## src/rtl/hwseq_pkg.sv

```systemverilog
package hwseq_pkg;
  // number of timing steps the control logic decodes
  localparam int unsigned SEQ_STEPS = 6;

  typedef struct packed {
    logic ar_ld_pc;
    logic ar_ld_ir;
    logic ar_ld_mem;
    logic mem_rd;
    logic mem_wr;
    logic ir_ld;
    logic pc_inc;
    logic pc_vec;
    logic int_ack;
    logic alu_go;
    logic sc_clr;
    logic halt_set;
  } strobe_t;
endpackage

```

## src/rtl/hwseq_timing.sv

```systemverilog
module hwseq_timing #(
  parameter int SC_W = 4
) (
  input  logic                   clk,
  input  logic                   rst,
  input  logic                   hold,
  input  logic                   clr,
  output logic [(1<<SC_W)-1:0]   t_line
);
  localparam int N_T = 1 << SC_W;

  logic [SC_W-1:0] sc_q;

  // hold (halt) parks the counter at zero
  always_ff @(posedge clk) begin
    if (rst || hold || clr) sc_q <= '0;
    else                    sc_q <= sc_q + 1'b1;
  end

  for (genvar i = 0; i < N_T; i++) begin : g_tdec
    assign t_line[i] = !hold && (sc_q == SC_W'(i));
  end
endmodule

```

## src/rtl/hwseq_opdec.sv

```systemverilog
module hwseq_opdec #(
  parameter int OPC_W = 3
) (
  input  logic [OPC_W-1:0]        sel,
  output logic [(1<<OPC_W)-1:0]   onehot
);
  for (genvar i = 0; i < (1 << OPC_W); i++) begin : g_odec
    assign onehot[i] = (sel == OPC_W'(i));
  end
endmodule

```

## src/rtl/hwseq_strobes.sv

```systemverilog
module hwseq_strobes
  import hwseq_pkg::*;
#(
  parameter int N_OPS  = 8,
  parameter int FLAG_W = 2
) (
  input  logic [SEQ_STEPS-1:0] t,
  input  logic [N_OPS-1:0]     op,
  input  logic                 ind,
  input  logic [FLAG_W:0]      ctl,
  input  logic [FLAG_W-1:0]    flags,
  input  logic                 irq,
  input  logic                 int_q,
  output strobe_t              st
);
  localparam int REG_OP = N_OPS - 1;
  localparam int WR_OP  = N_OPS - 2;

  logic reg_grp, wr_grp, alu_grp, skip, fetch1, indir3;

  always_comb begin
    reg_grp = op[REG_OP];
    wr_grp  = op[WR_OP];
    alu_grp = |op[WR_OP-1:0];
    skip    = |(ctl[FLAG_W:1] & flags);
    fetch1  = t[1] && !int_q;
    indir3  = t[3] && !reg_grp && ind;

    st           = '0;
    st.int_ack   = t[0] && irq;
    st.ar_ld_pc  = t[0] && !irq;
    st.ir_ld     = fetch1;
    st.pc_vec    = t[1] && int_q;
    st.ar_ld_ir  = t[2];
    st.ar_ld_mem = indir3;
    st.mem_rd    = fetch1 || indir3 || (t[4] && alu_grp);
    st.pc_inc    = fetch1 || (t[3] && reg_grp && skip);
    st.halt_set  = t[3] && reg_grp && ctl[0];
    st.mem_wr    = t[4] && wr_grp;
    st.alu_go    = t[5] && alu_grp;
    st.sc_clr    = (t[1] && int_q) || (t[3] && reg_grp) ||
                   (t[4] && wr_grp) || (t[5] && alu_grp);
  end
endmodule

```

## src/rtl/hwseq_ctrl.sv

```systemverilog
module hwseq_ctrl
  import hwseq_pkg::*;
#(
  parameter int IR_W   = 16,
  parameter int OPC_W  = 3,
  parameter int SC_W   = 4,
  parameter int FLAG_W = 2
) (
  input  logic                        clk,
  input  logic                        rst,
  input  logic [IR_W-1:0]             mem_rdata,
  input  logic [FLAG_W-1:0]           flags,
  input  logic                        irq,
  input  logic                        restart,
  output logic                        ar_ld_pc,
  output logic                        ar_ld_ir,
  output logic                        ar_ld_mem,
  output logic                        mem_rd,
  output logic                        mem_wr,
  output logic                        ir_ld,
  output logic                        pc_inc,
  output logic                        pc_vec,
  output logic                        int_ack,
  output logic                        alu_go,
  output logic                        sc_clr,
  output logic                        halted,
  output logic [(1<<SC_W)-1:0]        t_line,
  output logic [(1<<OPC_W)-1:0]       op_line,
  output logic                        ind_bit,
  output logic [IR_W-OPC_W-2:0]       addr_field
);
  localparam int ADDR_W = IR_W - OPC_W - 1;
  localparam int N_OPS  = 1 << OPC_W;

  logic [IR_W-1:0]  ir_q;
  logic [N_OPS-1:0] op_q, dec_w;
  logic             ind_q, halt_q, int_q;
  strobe_t          st;

  hwseq_timing #(.SC_W(SC_W)) u_timing (
    .clk(clk), .rst(rst), .hold(halt_q), .clr(st.sc_clr), .t_line(t_line)
  );

  hwseq_opdec #(.OPC_W(OPC_W)) u_opdec (
    .sel(ir_q[IR_W-2 -: OPC_W]), .onehot(dec_w)
  );

  hwseq_strobes #(.N_OPS(N_OPS), .FLAG_W(FLAG_W)) u_strobes (
    .t(t_line[SEQ_STEPS-1:0]), .op(op_q), .ind(ind_q),
    .ctl(ir_q[FLAG_W:0]), .flags(flags), .irq(irq), .int_q(int_q), .st(st)
  );

  always_ff @(posedge clk) begin
    if (rst) begin
      ir_q   <= '0;
      op_q   <= '0;
      ind_q  <= 1'b0;
      halt_q <= 1'b0;
      int_q  <= 1'b0;
    end else begin
      if (st.ir_ld) ir_q <= mem_rdata;
      if (st.ar_ld_ir) begin
        op_q  <= dec_w;
        ind_q <= ir_q[IR_W-1];
      end
      if (st.int_ack)     int_q <= 1'b1;
      else if (st.pc_vec) int_q <= 1'b0;
      if (st.halt_set)              halt_q <= 1'b1;
      else if (halt_q && restart)   halt_q <= 1'b0;
    end
  end

  assign ar_ld_pc   = st.ar_ld_pc;
  assign ar_ld_ir   = st.ar_ld_ir;
  assign ar_ld_mem  = st.ar_ld_mem;
  assign mem_rd     = st.mem_rd;
  assign mem_wr     = st.mem_wr;
  assign ir_ld      = st.ir_ld;
  assign pc_inc     = st.pc_inc;
  assign pc_vec     = st.pc_vec;
  assign int_ack    = st.int_ack;
  assign alu_go     = st.alu_go;
  assign sc_clr     = st.sc_clr;
  assign halted     = halt_q;
  assign op_line    = op_q;
  assign ind_bit    = ind_q;
  assign addr_field = ir_q[ADDR_W-1:0];
endmodule

```

## config.mk

```make
export PLATFORM = sky130hd
export DESIGN_NAME = hwseq_ctrl
export DESIGN_NICKNAME = d
export VERILOG_FILES = /design/src/rtl/hwseq_pkg.sv /design/src/rtl/hwseq_timing.sv /design/src/rtl/hwseq_opdec.sv /design/src/rtl/hwseq_strobes.sv /design/src/rtl/hwseq_ctrl.sv
export SDC_FILE = /design/constraint.sdc
export NUM_CORES = 1
export LEC_CHECK = 0
export ABC_AREA = 1
export BUFFER_PORTS_ARGS = -buffer_cell sky130_fd_sc_hd__buf_2
export CORE_MARGIN = 1
export CORE_UTILIZATION = 40
export DETAILED_ROUTE_END_ITERATION = 10
export HOLD_SLACK_MARGIN = 0.08
export MAX_ROUTING_LAYER = met4
export PLACE_DENSITY = 0.81
export SLEW_MARGIN = 5
export SYNTH_ARGS = -nofsm -noshare
export SYNTH_HDL_FRONTEND = slang
export SYNTH_SLANG_ARGS = --single-unit
export TNS_END_PERCENT = 100
```

## constraint.sdc

```tcl
create_clock -name clk -period 1.34 [get_ports clk]
set_input_delay 0.067 -clock clk [delete_from_list [all_inputs] [get_ports clk]]
set_output_delay 0.067 -clock clk [all_outputs]
set_load 0.005 [all_outputs]
```

==> metrics.txt <==
run status=complete, but fails checks; violated checks=setup timing; vias in the first global route=1616; Crit. End Element=output port; #FFs+latches synth=31; crit path to=sc_clr; post-place setup slack=-0.0781 ns; clock latency on the worst-skew pair=0.28 ns; Die X=65.5 µm; Core Area=3770 µm²; Compound-Gate Fraction of Synth Area=11.0%; Nets=344; pwr dens=1010 nW/µm²; CP Class=flip-flop to output port; Synth Instances=215; syn_nets=241; total power=2870 µW; Iter 0 DRT Violations=66; DRT Pass-1 Iters=4; Worst-Margin Slew=0.535 ns; CP Launch Type=flip-flop; H-tree depth=2; I/O Buffers=70; fin cells=367; fmax=646 MHz; Final Cycle Share=115%; final worst setup slack=-0.207 ns; worst r2r src=u_timing.sc_q[1]; Synth Area in XOR/XNOR=1.09%; sequential fraction of the synthesis area=38.5%; placed standard-cell area=1950 µm²; synth warn=0; clock buffer depth=2; Fin Clk Skew=0.00763 ns; CP Max Fanout=3; max-cap violations=0; setup tns final=-4.54 ns; worst r2r path cells=11; final instance area=2830 µm²; fin. max-slew vios=0; RSZ-0062 raised after global routing=yes; most frequent cells in the layout=buf_2 (64), dfxtp_1 (26), nand2_2 (25); Die Area=4290 µm²; LEAKAGE=0.00132 µW; Setup-failing EPs final=52; CTS Sinks=31; Hold WC Path Type=input pin to flip-flop; flop-to-flop setup slack=-0.14 ns; cell total after placement=324; Req. time, crit path=1.27 ns; CTS root buf=clkbuf_8; Final Hold Fails=0; CTS Buf Count=5; ANT nets after route=0; commonest non-fill, non-tap cell in the layout=buf_2; Slew HR=64.3%; initial antenna violation count=0; vias=1750; simple-gate share of the synthesized area=30.6%; VDD IR-drop max=868 µV; Boundary Pins=71; Starting Density=42.8%; Worst-path clk slew=0.06 ns; Synth Cell Area=1610 µm²; residual DRC count=0; Filler cells=271; diodes inserted=0; syn_area_per_cell=7.50 µm²; layout cell share with drive strength beyond 1=65.8%; CP Launch Point=u_timing.sc_q[1]; first-pass GRT wire length=7.07 mm; Remaining Overflow, GRT=0; pin count of the biggest net entering global routing=21; gp weighted congestion=0.821; CTS tree=built; mux cell area share after synthesis=0%; Tmin final=1.55 ns; # rows=22; reg2reg end=ir_q[2]; vias per cell=4.77; Worst Path Arrival=1.48 ns; Tot GR Track Use=22.0%; DRT Wirelength=4.95 mm; Area Overhead vs Synth=75.5%; Synth cell types=28; post-DP HPWL=2.75 mm; main combinational cell family by area after synthesis=simple AND/OR/NAND/NOR gates; Die Ht=65.5 µm; Post-Synth Adder-Cell Area=3.10%; wire per inst=13.5 µm
## state kept, by name, indices dropped and copies added (netlist names)
| register | cells |
|---|---|
| ir_q | 16 |
| ind_bit | 1 |
| int_q | 1 |
| op_line | 8 |
| halted | 1 |
| u_timing.sc_q | 4 |
## per-layer routing
metal	GRT usage [%]	share of wire [%]	up-vias
met4	6.52	1.2	0
met1	25.4	38	809
li1	-	-	868
met3	5.73	4.7	6
met2	37.4	56	67
met5	-	0	-
## how the worst min path moves through the flow
stage                     cells past startpoint    startpoint       end
after floorplan                               1           irq  ar_ld_pc
after global placement                        3  mem_rdata[4]   ir_q[4]
final                                         4           irq     int_q
after global routing                          4           irq     int_q
after CTS                                     4           irq     int_q
after detailed placement                      3  mem_rdata[7]   ir_q[7]
## kinds of logic after synthesis
logic type	Yosys count
and+or+nand+nor	104
buffers and inverters	46
DFF	31
AOI/OAI and AO/OA	28
adders and majority gates	4
xor gates and xnor gates	2
## area by class of cell
class	count	area, µm²	share of cell area, %
clock buffer	5	68.8	2.43
clock inverter	3	43.8	1.55
inverter	27	128	4.51
multi-input combinational	138	1070	37.7
sequential	31	634	22.4
tap	48	60.1	2.12
timing repair buffer	114	823	29.1
timing repair inverter	1	5.00	0.177
## power breakdown
group | total, µW | switching, µW | internal, µW
clock network | 910 | 357 | 553
logic | 915 | 468 | 447
registers | 1050 | 64.6 | 983
total | 2870 | 889 | 1980
## cell usage after synthesis (all sizes together)
master	number	area (µm²)
ha	4	50.1
inv	25	96.3
clkbuf	2	7.51
dfxtp	31	621
nand3	7	40.0
xor2	1	8.76
nand2	58	264
nand4	8	50.1
xnor2	1	8.76
or2	1	6.26
a21oi	27	169
buf	17	136
nor3	1	5.00
nor2	29	129
a22o	1	8.76
clkinv	2	12.5
## what timing repair did
| item | CTS | global route |
|---|---|---|
| hold buffers | 17 | 0 |
| buffers inserted | 14 | 5 |
| hold endpoints to repair | 17 | 0 |
| gates resized for setup | 56 | 77 |
| endpoints found under the setup margin | 46 | 57 |
| cloned | 0 | 2 |
| pin swaps | 21 | 18 |
## through the flow
step	hold WS, ns	util, %
finish	0.178	75.0
global route	0.193	75.0
CTS	0.195	66.7
detailed placement	0.322	51.8
global placement	0.315	51.8
floorplan	0.170	-
## worst max-delay path, cell delays in order (launching register included)
cell and delay, ns:
dfxtp_4 0.36, inv_4 0.08, ha_4 0.13, inv_2 0.04, nor2_4 0.14, nand3_2 0.13, nand2_2 0.09, nor2_2 0.05
nand2_1 0.08, buf_2 0.12
No activity file was read; power rests on OpenSTA's default activity.
